## config.mk

```make
export PLATFORM = sky130hd
export DESIGN_NAME = iap_port
export DESIGN_NICKNAME = d
export VERILOG_FILES = /design/src/rtl/iap_pkg.sv /design/src/rtl/iap_regfile.sv /design/src/rtl/iap_engine.sv /design/src/rtl/iap_readmux.sv /design/src/rtl/iap_port.sv
export SDC_FILE = /design/constraint.sdc
export NUM_CORES = 1
export LEC_CHECK = 0
export BUFFER_PORTS_ARGS = -buffer_cell sky130_fd_sc_hd__buf_4
export CAP_MARGIN = 20
export CORE_ASPECT_RATIO = 0.5
export CORE_MARGIN = 8
export CORE_UTILIZATION = 56
export CTS_BUF_LIST = sky130_fd_sc_hd__clkbuf_4 sky130_fd_sc_hd__clkbuf_8
export DETAILED_ROUTE_END_ITERATION = 8
export MAX_ROUTING_LAYER = met4
export PLACE_DENSITY = 0.9
export SLEW_MARGIN = 20
export SYNTH_ARGS = -nofsm -noshare
export SYNTH_HDL_FRONTEND = slang
export SYNTH_SLANG_ARGS = --single-unit
```

## constraint.sdc

```tcl
create_clock -name clk -period 2.1 [get_ports clk]
set_clock_uncertainty 0.2 [all_clocks]
set_input_delay 0.42 -clock clk [delete_from_list [all_inputs] [get_ports clk]]
set_output_delay 0.42 -clock clk [all_outputs]
set_load 0.005 [all_outputs]
```

## src/rtl/iap_pkg.sv

```systemverilog
package iap_pkg;

    localparam int BYTE_W     = 8;
    localparam int CODE_W     = 2;
    localparam int HI_ADDR_W  = BYTE_W - CODE_W;
    localparam int MEM_ADDR_W = BYTE_W + HI_ADDR_W;
    localparam int MEM_DATA_W = 2 * BYTE_W;
    localparam int SEL_W      = 3;

    typedef enum logic [SEL_W-1:0] {
        REG_ADDR_LO  = 3'd0,
        REG_WDATA_LO = 3'd1,
        REG_WDATA_HI = 3'd2,
        REG_CMD      = 3'd3,
        REG_STATUS   = 3'd4,
        REG_RDATA_LO = 3'd5,
        REG_RDATA_HI = 3'd6
    } reg_sel_e;

    typedef enum logic {
        TGT_CONN = 1'b0,
        TGT_DATA = 1'b1
    } target_e;

    typedef struct packed {
        target_e                 tgt;
        logic                    wr;
        logic [MEM_ADDR_W-1:0]   addr;
        logic [MEM_DATA_W-1:0]   wdata;
    } access_t;

    function automatic access_t decode_cmd(
        input logic [BYTE_W-1:0]     cmd,
        input logic [BYTE_W-1:0]     addr_lo,
        input logic [MEM_DATA_W-1:0] wdata
    );
        access_t a;
        a.tgt   = target_e'(cmd[BYTE_W-1]);
        a.wr    = cmd[BYTE_W-2];
        a.addr  = {cmd[HI_ADDR_W-1:0], addr_lo};
        a.wdata = wdata;
        return a;
    endfunction

    function automatic logic [BYTE_W-1:0] status_byte(input logic busy, input logic err);
        return {{(BYTE_W-2){1'b0}}, err, busy};
    endfunction

endpackage

```

## src/rtl/iap_regfile.sv

```systemverilog
module iap_regfile
    import iap_pkg::*;
(
    input  logic                   clk,
    input  logic                   rst,
    input  logic                   host_we,
    input  logic [SEL_W-1:0]       host_addr,
    input  logic [BYTE_W-1:0]      host_wdata,
    output logic [BYTE_W-1:0]      addr_lo,
    output logic [MEM_DATA_W-1:0]  wdata
);

    logic [BYTE_W-1:0] wd_lo_q, wd_hi_q, alo_q;

    always_ff @(posedge clk) begin
        if (rst) begin
            alo_q   <= '0;
            wd_lo_q <= '0;
            wd_hi_q <= '0;
        end else if (host_we) begin
            case (host_addr)
                REG_ADDR_LO:  alo_q   <= host_wdata;
                REG_WDATA_LO: wd_lo_q <= host_wdata;
                REG_WDATA_HI: wd_hi_q <= host_wdata;
                default: ;
            endcase
        end
    end

    assign addr_lo = alo_q;
    assign wdata   = {wd_hi_q, wd_lo_q};

endmodule

```

## src/rtl/iap_engine.sv

```systemverilog
module iap_engine
    import iap_pkg::*;
(
    input  logic                   clk,
    input  logic                   rst,
    input  logic                   launch,
    input  access_t                next_acc,
    input  logic                   mem_ack,
    input  logic [MEM_DATA_W-1:0]  mem_rdata,
    output access_t                cur_acc,
    output logic                   req,
    output logic                   busy,
    output logic                   err,
    output logic [MEM_DATA_W-1:0]  rdata
);

    access_t                acc_q;
    logic                   busy_q, req_q, err_q;
    logic [MEM_DATA_W-1:0]  rdata_q;

    always_ff @(posedge clk) begin
        if (rst) begin
            acc_q   <= '0;
            busy_q  <= 1'b0;
            req_q   <= 1'b0;
            err_q   <= 1'b0;
            rdata_q <= '0;
        end else begin
            req_q <= 1'b0;
            if (busy_q) begin
                if (mem_ack) begin
                    busy_q <= 1'b0;
                    if (!acc_q.wr) rdata_q <= mem_rdata;
                end
                if (launch) err_q <= 1'b1;
            end else if (launch) begin
                busy_q <= 1'b1;
                req_q  <= 1'b1;
                acc_q  <= next_acc;
            end
        end
    end

    assign cur_acc = acc_q;
    assign req     = req_q;
    assign busy    = busy_q;
    assign err     = err_q;
    assign rdata   = rdata_q;

endmodule

```

## src/rtl/iap_readmux.sv

```systemverilog
module iap_readmux
    import iap_pkg::*;
(
    input  logic [SEL_W-1:0]       sel,
    input  logic [BYTE_W-1:0]      addr_lo,
    input  logic [MEM_DATA_W-1:0]  wdata,
    input  logic [MEM_DATA_W-1:0]  rdata,
    input  logic                   busy,
    input  logic                   err,
    output logic [BYTE_W-1:0]      dout
);

    always_comb begin
        case (sel)
            REG_ADDR_LO:  dout = addr_lo;
            REG_WDATA_LO: dout = wdata[BYTE_W-1:0];
            REG_WDATA_HI: dout = wdata[MEM_DATA_W-1:BYTE_W];
            REG_STATUS:   dout = status_byte(busy, err);
            REG_RDATA_LO: dout = rdata[BYTE_W-1:0];
            REG_RDATA_HI: dout = rdata[MEM_DATA_W-1:BYTE_W];
            default:      dout = '0;
        endcase
    end

endmodule

```

## src/rtl/iap_port.sv

```systemverilog
module iap_port
    import iap_pkg::*;
(
    input  logic                   clk,
    input  logic                   rst,
    input  logic                   host_we,
    input  logic [SEL_W-1:0]       host_addr,
    input  logic [BYTE_W-1:0]      host_wdata,
    output logic [BYTE_W-1:0]      host_rdata,
    output logic                   mem_req,
    output logic                   mem_target,
    output logic                   mem_write,
    output logic [MEM_ADDR_W-1:0]  mem_addr,
    output logic [MEM_DATA_W-1:0]  mem_wdata,
    input  logic                   mem_ack,
    input  logic [MEM_DATA_W-1:0]  mem_rdata
);

    logic [BYTE_W-1:0]     addr_lo;
    logic [MEM_DATA_W-1:0] stage_wdata;
    logic [MEM_DATA_W-1:0] rdata;
    logic                  busy, err, launch;
    access_t               next_acc, cur_acc;

    assign launch   = host_we && (host_addr == REG_CMD);
    assign next_acc = decode_cmd(host_wdata, addr_lo, stage_wdata);

    iap_regfile u_regs (
        .clk        (clk),
        .rst        (rst),
        .host_we    (host_we),
        .host_addr  (host_addr),
        .host_wdata (host_wdata),
        .addr_lo    (addr_lo),
        .wdata      (stage_wdata)
    );

    iap_engine u_eng (
        .clk       (clk),
        .rst       (rst),
        .launch    (launch),
        .next_acc  (next_acc),
        .mem_ack   (mem_ack),
        .mem_rdata (mem_rdata),
        .cur_acc   (cur_acc),
        .req       (mem_req),
        .busy      (busy),
        .err       (err),
        .rdata     (rdata)
    );

    iap_readmux u_rmux (
        .sel     (host_addr),
        .addr_lo (addr_lo),
        .wdata   (stage_wdata),
        .rdata   (rdata),
        .busy    (busy),
        .err     (err),
        .dout    (host_rdata)
    );

    assign mem_target = cur_acc.tgt;
    assign mem_write  = cur_acc.wr;
    assign mem_addr   = cur_acc.addr;
    assign mem_wdata  = cur_acc.wdata;

endmodule

```

After elaboration in Yosys (flattened, before gate mapping)
Cells that the tools add are included.
{ "totals": {"output_inout_bits": 41, "word_cells": 32, "register_bits": 75, "in_bits": 31} }
{ "op_classes": {"reduce_logical": 9, "n_bitwise": 2, "n_mux": 4, "n_eq_ne": 6} }
{ "op_table": {"columns": ["op", "n"], "rows": [
  ["8-bit case mux with 6 select lines", 1],
  ["2-bit AND reduction", 5],
  ["3-bit equality test (second input constant)", 3],
  ["3-bit by 2-bit equality test with 1-bit output (second input constant)", 2],
  ["3-bit by 1-bit equality test with 1-bit output (second input constant)", 1],
  ["3-bit zero test", 1],
  ["1-bit 2-to-1 mux", 3],
  ["3-bit AND reduction", 1],
  ["1-bit inverter", 2],
  ["2-bit OR reduction", 1],
  ["1-bit logical AND", 1]
]} }

Logic depth before layout (Yosys ltp)
Gate-level depths: netlist (run 1).
{ "logic_depth": {"ltp_word": 4, "depth_mapped": 6} }

By module
A second synthesis (run 1) with hierarchy kept.
{ "unflattened": {"hier_cells": 366, "area_unflattened_um2": 3213.1} }
{ "modules_own_cells": {"columns": ["mod", "n_inst", "area_per_inst_um2", "cells_each"], "rows": [
  ["iap_engine", 1, 1788.0, 221],
  ["iap_regfile", 1, 1011.0, 91],
  ["iap_readmux", 1, 404.1, 53],
  ["iap_port", 1, 10.0, 1]
]} }

Worst setup path before layout (run 1)
OpenSTA, ideal clock, no wires.
{ "synth_path": {"kind": "input-to-output", "from": "input port host_addr[0]", "to": "output port host_rdata[2]", "path_slack_ns": 0.265, "t_arrival_ns": 1.215, "required_ns": 1.480, "path_stages": 5, "cell_sequence": "buf_2 and2_1 clkbuf_1 a22oi_1 o221ai_1"} }
{ "synth_via": {"elab_chain_cells": 2} }
{ "synth_rtl": {"columns": ["element", "line", "source"], "rows": [
  ["from (decl)", "iap_port.sv:7", "input logic [SEL_W-1:0] host_addr,"],
  ["3-bit equality test, or another cell as far along", "iap_readmux.sv:14", "case (sel)"],
  ["8-bit case mux with 6 select lines *", "iap_readmux.sv:14", null],
  ["to (decl)", "iap_port.sv:9", "output logic [BYTE_W-1:0] host_rdata,"]
]} }
Mark *: on every way between the ends. The rest lies on a longest branch, timed or not.

Worst setup path in the final report (run 1)
{ "layout_path": {"from": "register u_eng.rdata_q[1], in the netlist u_eng.rdata[1]", "to": "output port host_rdata[1]"} }
{ "layout_via": {"elab_chain_cells": 1} }
{ "layout_rtl": {"columns": ["element", "line", "source"], "rows": [
  ["from (decl)", "iap_engine.sv:19", "logic [MEM_DATA_W-1:0] rdata_q;"],
  ["from (signal assigned)", "iap_engine.sv:33", "if (!acc_q.wr) rdata_q <= mem_rdata;"],
  ["8-bit case mux with 6 select lines", "iap_readmux.sv:14", null]
]} }
Every way passes these cells.

==> impl_metrics.ini, run 1 <==
[placement]
dpl-instance-area_um2 = 3862
gp_congestion = 0.9196
io_buffers = 71
dp_hpwl_um = 6546

[power_and_ir_drop]
peakVddDrop_v = 0.0004718
switchingPower_mw = 0.6671
p_int_mw = 1.992
p_leak_nw = 1.581
comb_power_share = 0.083
power.share.sequential = 0.548
p_clk_frac = 0.370
switching_share = 0.2509
cellPowerDensity_nw_per_um2 = 658.5

[floorplan]
initial_utilization = 0.5909
boundaryPins = 72
die_area_um2 = 8726
die_x_um = 124.3
die_h_um = 70.18
rows = 19
core-area_um2 = 5563

[grt]
grt_overflow_total = 0
grt_pass1_vias = 2811
grt_usage = 0.2016
grt_pass1_wl_um = 14080
antenna_found_initial = 0
grt_max_degree = 42

[clocking]
cts.path.max_buffers = 2
cts_tree = built
cts-root-buf = clkbuf_8
cts_buffers = 9
post_cts_buffers = 0
cts.sinks = 75
htreeDepth = 3
insertion_delay_ns = 0.34
clk_pin_slew_ns = 0.08

[run_status]
status = complete, no violations

[detailed_routing]
drtAntennaViolNets = 0
wire_per_inst_um = 18.08
vias_per_cell = 5.703
drc = 0
vias = 2800
finalWirelength_um = 8878
drt-initial-drc-count = 276
firstDrtPassIters = 5

[synthesis]
synthDistinctLibCells = 28
synth_simple_gate_area_frac = 0.2375
synthXorXnorAreaFrac = 0
yosysWarnings = 0
syn_inst = 347
synth-seq-area-share = 0.4568
syn-num-nets = 378
synth_compound_area_frac = 0.07842
synth-seq-cells = 75
muxShareOfSynthArea = 0.1804
synthAdderAreaFrac = 0
synth_top_family_by_area = simple AND/OR/NAND/NOR gates
syn-cell-area_um2 = 3287
avgSynthCellArea_um2 = 9.472

[sta]
rsz0062_at_grt = false
layout_min_cycle_time_ns = 2.051
slew-limit-headroom = 0.6046
fmax_mhz = 487.6
drv_slew = 0
worst_pin_slew_ns = 0.5914
hold_viol = 0
final.setup.tns_ns = 0
post-route-period-util = 0.9766
setup_viol = 0

[setup_path]
crit_family = multiplexers
cp.arrival_ns = 1.43
critPathRequiredTime_ns = 1.48
path_cells = mux4_2, inv_1, o22ai_1, buf_4
cp_slowest_stage_delay_ns = 0.47
crit_path_top_delay_cell = mux4_2
path_buf_inv = 2
cp-end-kind = output port
path_class = reg2out
worstSetupStartpointType = flip-flop
worstPathMaxFanout = 2

[job]
maxCapViolations = 0

[final_layout]
final-seq-area_um2 = 1504
area_growth_pct = 22.88
drive_gt1_frac = 0.2488
num_antenna_cells = 0
final_nets = 444
final_cell_area_um2 = 4039
fillers = 410
multiInputGateArea_um2 = 1638

[worst_hold_path]
hold_path_class = in2reg
[synthesized netlist by cell type]
library cell	number	area, µm²
a211o_1	1	8.760
buf_4	3	22.52
and2_1	2	12.51
nor2_1	11	41.29
buf_1	2	7.510
or4b_1	1	10.01
nand2_1	55	206.5
nor3b_2	1	12.51
buf_2	6	30.03
buf_6	4	45.04
a21oi_1	26	130.1
dfxtp_1	75	1501
nor4b_4	1	23.77
nor4bb_1	1	10.01
mux2i_1	57	570.6
a31oi_1	1	6.260
o221ai_1	6	52.55
inv_1	1	3.750
clkbuf_1	12	45.04
o22ai_1	1	6.260
nor2b_1	1	6.260
a22oi_1	6	45.04
nand2b_1	66	412.9
and3b_1	2	17.52
nand3b_1	2	15.01
o311ai_0	1	8.760
mux4_2	1	22.52
and4bb_1	1	12.51
[kinds of logic (layout without fill, tap and decap cells)]
group	Yosys count	in the layout
DFF	75	75
and+or+nand+nor	144	144
buffers and inverters	28	99
muxes	58	58
AOI/OAI and AO/OA	42	42
[power by group through the flow]
stage	sequential (mW)	clock [mW]	combinational (mW)
final	1.46	0.983	0.220
after global routing	1.46	1.05	0.234
after CTS	1.46	0.986	0.217
after detailed placement	1.49	0	0.214
after global placement	1.49	0	0.206
after floorplan	1.48	0	0.129
[area by class of cell]
class	instances	share of cell area
sequential	75	0.3724
tap	73	0.02261
clock buffer	10	0.03253
multi-input combinational	244	0.4055
timing repair buffer	82	0.1555
clock inverter	6	0.01053
inverter	1	0.0009294
[path summary, 6_finish.rpt]
kind / start / cells after the start / end / slack [ns]
worst max-delay path: u_eng.rdata[1] / 4 / host_rdata[1] / 0.05
worst min-delay path: mem_rdata[3] / 3 / u_eng.rdata[3] / 0.12
worst max register to register: u_eng.busy / 4 / u_eng.cur_acc[24] / 0.52
worst min register to register: u_eng.rdata[12] / 2 / u_eng.rdata[12] / 0.27
[worst register-to-register path, stage by stage, from the launching register on]
cell and delay [ns]:
dfxtp_2 0.36, and4bb_1 0.31, and2_1 0.20, buf_12 0.21
mux2i_1 0.23
[routing by layer]
layer	vias up	wire (µm)	share of wire	track usage
met5	-	0	0	-
met4	0	238	0.027	0.08212
met3	30	702	0.079	0.06250
met2	143	4110	0.46	0.3190
met1	1329	3827	0.43	0.2352
li1	1298	-	-	-
[placed cells by master (no fill, tap or decap), drive strengths merged]
| cell | n |
|---|---|
| o221ai | 6 |
| a21oi | 26 |
| nand2b | 66 |
| dfxtp | 75 |
| or4b | 1 |
| a22oi | 6 |
| and2 | 2 |
| clkbuf | 10 |
| and4bb | 1 |
| a31oi | 1 |
| inv | 1 |
| o22ai | 1 |
| nand3b | 2 |
| nor2 | 11 |
| clkinv | 4 |
| nor3b | 1 |
| a211o | 1 |
| mux4 | 1 |
| nor4bb | 1 |
| nor4b | 1 |
| buf | 82 |
| nor2b | 1 |
| and3b | 2 |
| mux2i | 57 |
| nand2 | 55 |
| clkinvlp | 2 |
| o311ai | 1 |
[registers in the layout, summed over array words and instances, names as in the netlist]
| register | cells |
|---|---|
| u_eng.busy | 1 |
| u_eng.cur_acc | 32 |
| u_regs.wd_hi_q | 8 |
| u_eng.rdata | 16 |
| u_regs.addr_lo | 8 |
| u_regs.wd_lo_q | 8 |
| u_eng.err | 1 |
| u_eng.req | 1 |
[through the flow]
stage               power, mW  setup slack, ns  hold WS [ns]    util  instances
floorplan               1.610           0.2653        0.2321       -        347
global placement        1.693           0.1445        0.2451  0.6943        475
detailed placement      1.703           0.1180        0.2602  0.6943        475
CTS                     2.658          0.03451        0.1091  0.7256        491
global route            2.739         0.001270        0.1116  0.7260        491
finish                  2.659          0.04908        0.1183  0.7260        491
[repair_timing]
action | CTS | global route
hold buffers | 0 | 0
setup endpoints to repair | 0 | 3
gates resized for setup | 0 | 2
hold endpoints to repair | 0 | 0
No activity file was read; power rests on OpenSTA's default activity.
==> run 2, diff against run 1 <==
--- a/config.mk
+++ b/config.mk
@@ -9,11 +9,12 @@
 export CAP_MARGIN = 20
 export CORE_ASPECT_RATIO = 0.5
 export CORE_MARGIN = 8
-export CORE_UTILIZATION = 56
+export CORE_UTILIZATION = 60
 export CTS_BUF_LIST = sky130_fd_sc_hd__clkbuf_4 sky130_fd_sc_hd__clkbuf_8
 export DETAILED_ROUTE_END_ITERATION = 8
 export MAX_ROUTING_LAYER = met4
-export PLACE_DENSITY = 0.9
+export PLACE_DENSITY = 0.95
+export SETUP_SLACK_MARGIN = 0.2
 export SLEW_MARGIN = 20
 export SYNTH_ARGS = -nofsm -noshare
 export SYNTH_HDL_FRONTEND = slang
==> constraint.sdc (replaced) <==
create_clock -name clk -period 2.6 [get_ports clk]
set_clock_uncertainty 0.2 [all_clocks]
set_input_delay 0.52 -clock clk [delete_from_list [all_inputs] [get_ports clk]]
set_output_delay 0.52 -clock clk [all_outputs]
set_load 0.005 [all_outputs]
==> run 2 against run 1 <==
Compared with the run above:
- critical path depth grew 1
- die area shrank 5.5%
- final area shrank 1.1%
- combinational power shrank 24%
- total power shrank 17%
- utilization grew 1.7 points
- sequential power shrank 19%
- largest power group unchanged
==> impl_metrics.ini, run 2 (synthesis results as in run 1) <==
[power_and_ir_drop]
cellPowerDensity_nw_per_um2 = 555.0
power_mw = 2.217
peakVddDrop_v = 0.0003518
p_leak_nw = 1.553

[sta]
slew-limit-headroom = 0.5291
setup_viol = 0
hold_viol = 0
layout_min_cycle_time_ns = 2.318
fmax_mhz = 431.3
final.setup.tns_ns = 0
rsz0062_at_grt = false
worst_pin_slew_ns = 0.7064
drv_slew = 0
post-route-period-util = 0.8917

[setup_path]
path_class = in2out
worstPathMaxFanout = 19
cp-end-kind = output port
cp.arrival_ns = 1.60
worstSetupStartpointType = input pin
critPathRequiredTime_ns = 1.88

[final_layout]
final_cell_area_um2 = 3994
area_growth_pct = 21.51
final_cell_mix = 75 x buf_4, 75 x dfxtp_1, 66 x nand2b_1
final_nets = 437
drive_gt1_frac = 0.2360
fillers = 407
final_cells = 484
final_core_util = 0.7434
num_antenna_cells = 0
largest_register_ffs = 32

[floorplan]
die_area_um2 = 8246
die_x_um = 120.7
die_h_um = 68.34
boundaryPins = 72
core-area_um2 = 5373
rows = 19
initial_utilization = 0.6118

[clocking]
cts_buffers = 9
cts-root-buf = clkbuf_8
clk_pin_slew_ns = 0.07
cts.path.max_buffers = 2
cts.sinks = 75
cts_tree = built
insertion_delay_ns = 0.35
post_cts_buffers = 0
htreeDepth = 3

[detailed_routing]
wl_met3_um = 655
firstDrtPassIters = 5
drc = 0
wire_per_inst_um = 17.15
vias_per_cell = 5.395
vias = 2611
drt-met1-wl_um = 3607
drt-initial-drc-count = 213
maxUsedRoutingLayer = met4
drtAntennaViolNets = 0
finalWirelength_um = 8300
met2_wirelength_um = 3917

[placement]
gp_congestion = 0.8777
io_buffers = 71
dp_hpwl_um = 6143
dpl-instance-area_um2 = 3797
place_inst = 468

[grt]
grt_pass1_wl_um = 13220
grt_overflow_total = 0
grt_max_degree = 94
antenna_found_initial = 0
grt_usage = 0.2149
grt_pass1_vias = 2629

[job]
maxCapViolations = 0

[run_status]
status = complete, no violations

[worst_hold_path]
hold_path_class = in2reg
## run 2: cell types whose count changed in the layout (fill, tap and decap cells not counted), sizes merged
cell	change
clkbuf	-1
buf	-7
bufinv	+1
## run 2: worst paths after layout
check	start	end	slack, ns	cells past startpoint
max	host_addr[2]	host_rdata[1]	0.28	5
max reg2reg	u_eng.busy	u_eng.cur_acc[29]	0.83	3
min	mem_rdata[2]	u_eng.rdata[2]	0.22	3
min reg2reg	u_eng.rdata[8]	u_eng.rdata[8]	0.27	2
## run 2: area by class of cell
class / instances / area, µm² / share of cell area
flip-flops and latches: 75 / 1501 / 0.3759
inverters: 1 / 3.754 / 0.0009398
multi-input cells: 244 / 1642 / 0.4110
clock buffers: 9 / 123.9 / 0.03102
repair buffers: 75 / 563.0 / 0.1410
well taps: 73 / 91.34 / 0.02287
clock inverters: 7 / 68.82 / 0.01723
## run 2: metrics by stage
| step | hold WS (ns) | worst slack (ns) |
|---|---|---|
| after CTS | 0.2080 | 0.2926 |
| after detailed placement | 0.2565 | 0.2906 |
| after floorplan | 0.2321 | 0.5653 |
| after global routing | 0.2147 | 0.2300 |
| after global placement | 0.2505 | 0.2986 |
| final | 0.2192 | 0.2817 |
## run 2: where the power goes
group          switching, mW  internal [mW]
logic                 0.0835         0.0842
registers             0.0129           1.16
clock network          0.435          0.439
## run 2: worst max-delay path, cell delays in order
cell     delay (ns)
buf_4          0.26
mux4_2         0.54
inv_1          0.07
o22ai_1        0.07
buf_4          0.14
## run 2: timing repair
item                       in CTS  in global routing
resized for setup               0                  2
setup endpoints to repair       0                  2
hold buffers                    0                  0
## run 2: metal layers
metal / vias to the layer above / track usage
met5: - / -
met4: 0 / 0.08629
met3: 12 / 0.05514
met2: 86 / 0.3395
met1: 1228 / 0.2617
li1: 1285 / -
==> run 3, diff against run 2 <==
--- a/config.mk
+++ b/config.mk
@@ -7,13 +7,12 @@
 export LEC_CHECK = 0
 export BUFFER_PORTS_ARGS = -buffer_cell sky130_fd_sc_hd__buf_4
 export CAP_MARGIN = 20
-export CORE_ASPECT_RATIO = 0.5
 export CORE_MARGIN = 8
-export CORE_UTILIZATION = 60
+export CORE_UTILIZATION = 56
 export CTS_BUF_LIST = sky130_fd_sc_hd__clkbuf_4 sky130_fd_sc_hd__clkbuf_8
 export DETAILED_ROUTE_END_ITERATION = 8
 export MAX_ROUTING_LAYER = met4
-export PLACE_DENSITY = 0.95
+export PLACE_DENSITY = 0.9
 export SETUP_SLACK_MARGIN = 0.2
 export SLEW_MARGIN = 20
 export SYNTH_ARGS = -nofsm -noshare
==> constraint.sdc (replaced) <==
create_clock -name clk -period 2.25 [get_ports clk]
set_clock_uncertainty 0.2 [all_clocks]
set_input_delay 0.45 -clock clk [delete_from_list [all_inputs] [get_ports clk]]
set_output_delay 0.45 -clock clk [all_outputs]
set_load 0.005 [all_outputs]
==> run 3 against run 2 <==
Compared with the run above:
- sequential cell count stayed put
- clock power up 28%
- first-iteration DRC count is 29% lower
- clock-buffer cell count rose by 5
- non-clock buffer count is 5 higher
- die area up 4.0%
- worst setup slack got worse by 0.14 ns
- cell count is 1.2% higher
- worst hold slack worse by 0.081 ns
- global-route usage is 0.97 points lower
- final area is 3.6% higher
==> impl_metrics.ini, run 3 (synthesis results as in run 1) <==
[final_layout]
drive_gt1_frac = 0.2675
area_growth_pct = 25.85
num_antenna_cells = 0
final_cells = 490
final_common_cell = buf_4
largest_register_ffs = 32
final_cell_mix = 75 x buf_4, 70 x dfxtp_1, 66 x nand2b_1
final_cell_area_um2 = 4136
final_core_util = 0.7156
final_nets = 442
fillers = 447

[grt]
grt_pass1_vias = 2650
grt_use_met1 = 0.2567
grt-busiest-layer = met2
grt.met2_usage = 0.3063
grt_usage = 0.2052
met3_usage = 0.04450
grt_max_degree = 80
grt_pass1_wl_um = 13570
grt_overflow_total = 0
antenna_found_initial = 0

[run_status]
status = complete, no violations

[floorplan]
boundaryPins = 72
core-area_um2 = 5781
initial_utilization = 0.5686
die_x_um = 92.61
rows = 28
die_area_um2 = 8577
die_h_um = 92.61

[detailed_routing]
finalWirelength_um = 8320
drt-initial-drc-count = 151
vias_per_cell = 5.414
vias = 2653
firstDrtPassIters = 4
drtAntennaViolNets = 0
drc = 0
wire_per_inst_um = 16.98

[sta]
worst_pin_slew_ns = 0.6393
setup_viol = 0
final.setup.tns_ns = 0
slew-limit-headroom = 0.5728
fmax_mhz = 475.4
layout_min_cycle_time_ns = 2.103
whs_ns = 0.1378
hold_viol = 0
drv_slew = 0
fin_ws_ns = 0.1466
rsz0062_at_grt = true
post-route-period-util = 0.9348

[setup_path]
path_cells = mux4_2, inv_2, o22ai_2, buf_4
worstSetupStartpointType = flip-flop
worstPathMaxFanout = 2
cp-end-kind = output port
cp.arrival_ns = 1.45
cp_slowest_stage_delay_ns = 0.48
critPathRequiredTime_ns = 1.60
crit_path_top_delay_cell = mux4_2
path_class = reg2out

[clocking]
clk_pin_slew_ns = 0.07
cts_hold_buf = 0
cts-root-buf = clkbuf_8
insertion_delay_ns = 0.35
cts_buffers = 9
cts_tree = built
cts.path.max_buffers = 2
cts.sinks = 75
htreeDepth = 3

[placement]
dpl-instance-area_um2 = 3827
pre_cts_slack_ns = 0.1647
io_buffers = 71
gp_congestion = 0.8981
dp_hpwl_um = 5772
place_inst = 472

[power_and_ir_drop]
p_leak_nw = 1.617
power_mw = 2.688
cellPowerDensity_nw_per_um2 = 649.7
peakVddDrop_v = 0.0004260

[job]
maxCapViolations = 0

[worst_hold_path]
hold_path_class = in2reg
==> run 3: repair_timing <==
item                                    CTS  global route
resized for setup                        12            11
pin swaps                                 1             3
endpoints found under the setup margin    8             8
buffers inserted                          1             2
==> run 3: layer usage <==
| metal | vias to the layer above | part of all wire |
|---|---|---|
| met5 | - | 0 |
| met4 | 0 | 0.026 |
| met3 | 18 | 0.067 |
| met2 | 104 | 0.46 |
| met1 | 1228 | 0.44 |
| li1 | 1303 | - |
==> run 3: final timing paths <==
path / from / endpoint / slack (ns) / depth (start not counted)
max reg2reg: u_eng.busy / u_eng.cur_acc[1] / 0.57 / 3
min reg2reg: u_eng.rdata[9] / u_eng.rdata[9] / 0.26 / 2
min: mem_rdata[1] / u_eng.rdata[1] / 0.14 / 3
max: u_regs.wd_lo_q[1] / host_rdata[1] / 0.15 / 4
==> run 3: area by class of cell <==
cell class / instances / area, µm² / area share
flip-flops and latches: 75 / 1513 / 0.3657
repair buffers: 80 / 636.9 / 0.1540
well taps: 75 / 93.84 / 0.02269
clock buffers: 14 / 186.4 / 0.04507
clock inverters: 1 / 30.03 / 0.007260
inverters: 1 / 3.754 / 0.0009074
multi-input cells: 244 / 1673 / 0.4044
==> run 3: worst max-delay path: cells and delay by family (launching register included) <==
kind                   cells  cell delay [ns]
AOI/OAI and AO/OA          1             0.06
buffers and inverters      2             0.22
DFF                        1             0.34
muxes                      1             0.48
==> run 3: where the power goes <==
group,switching [mW],leakage (nW),internal (mW)
registers,0.0139,0.608,1.34
logic,0.102,0.896,0.109
clock network,0.480,0.112,0.641
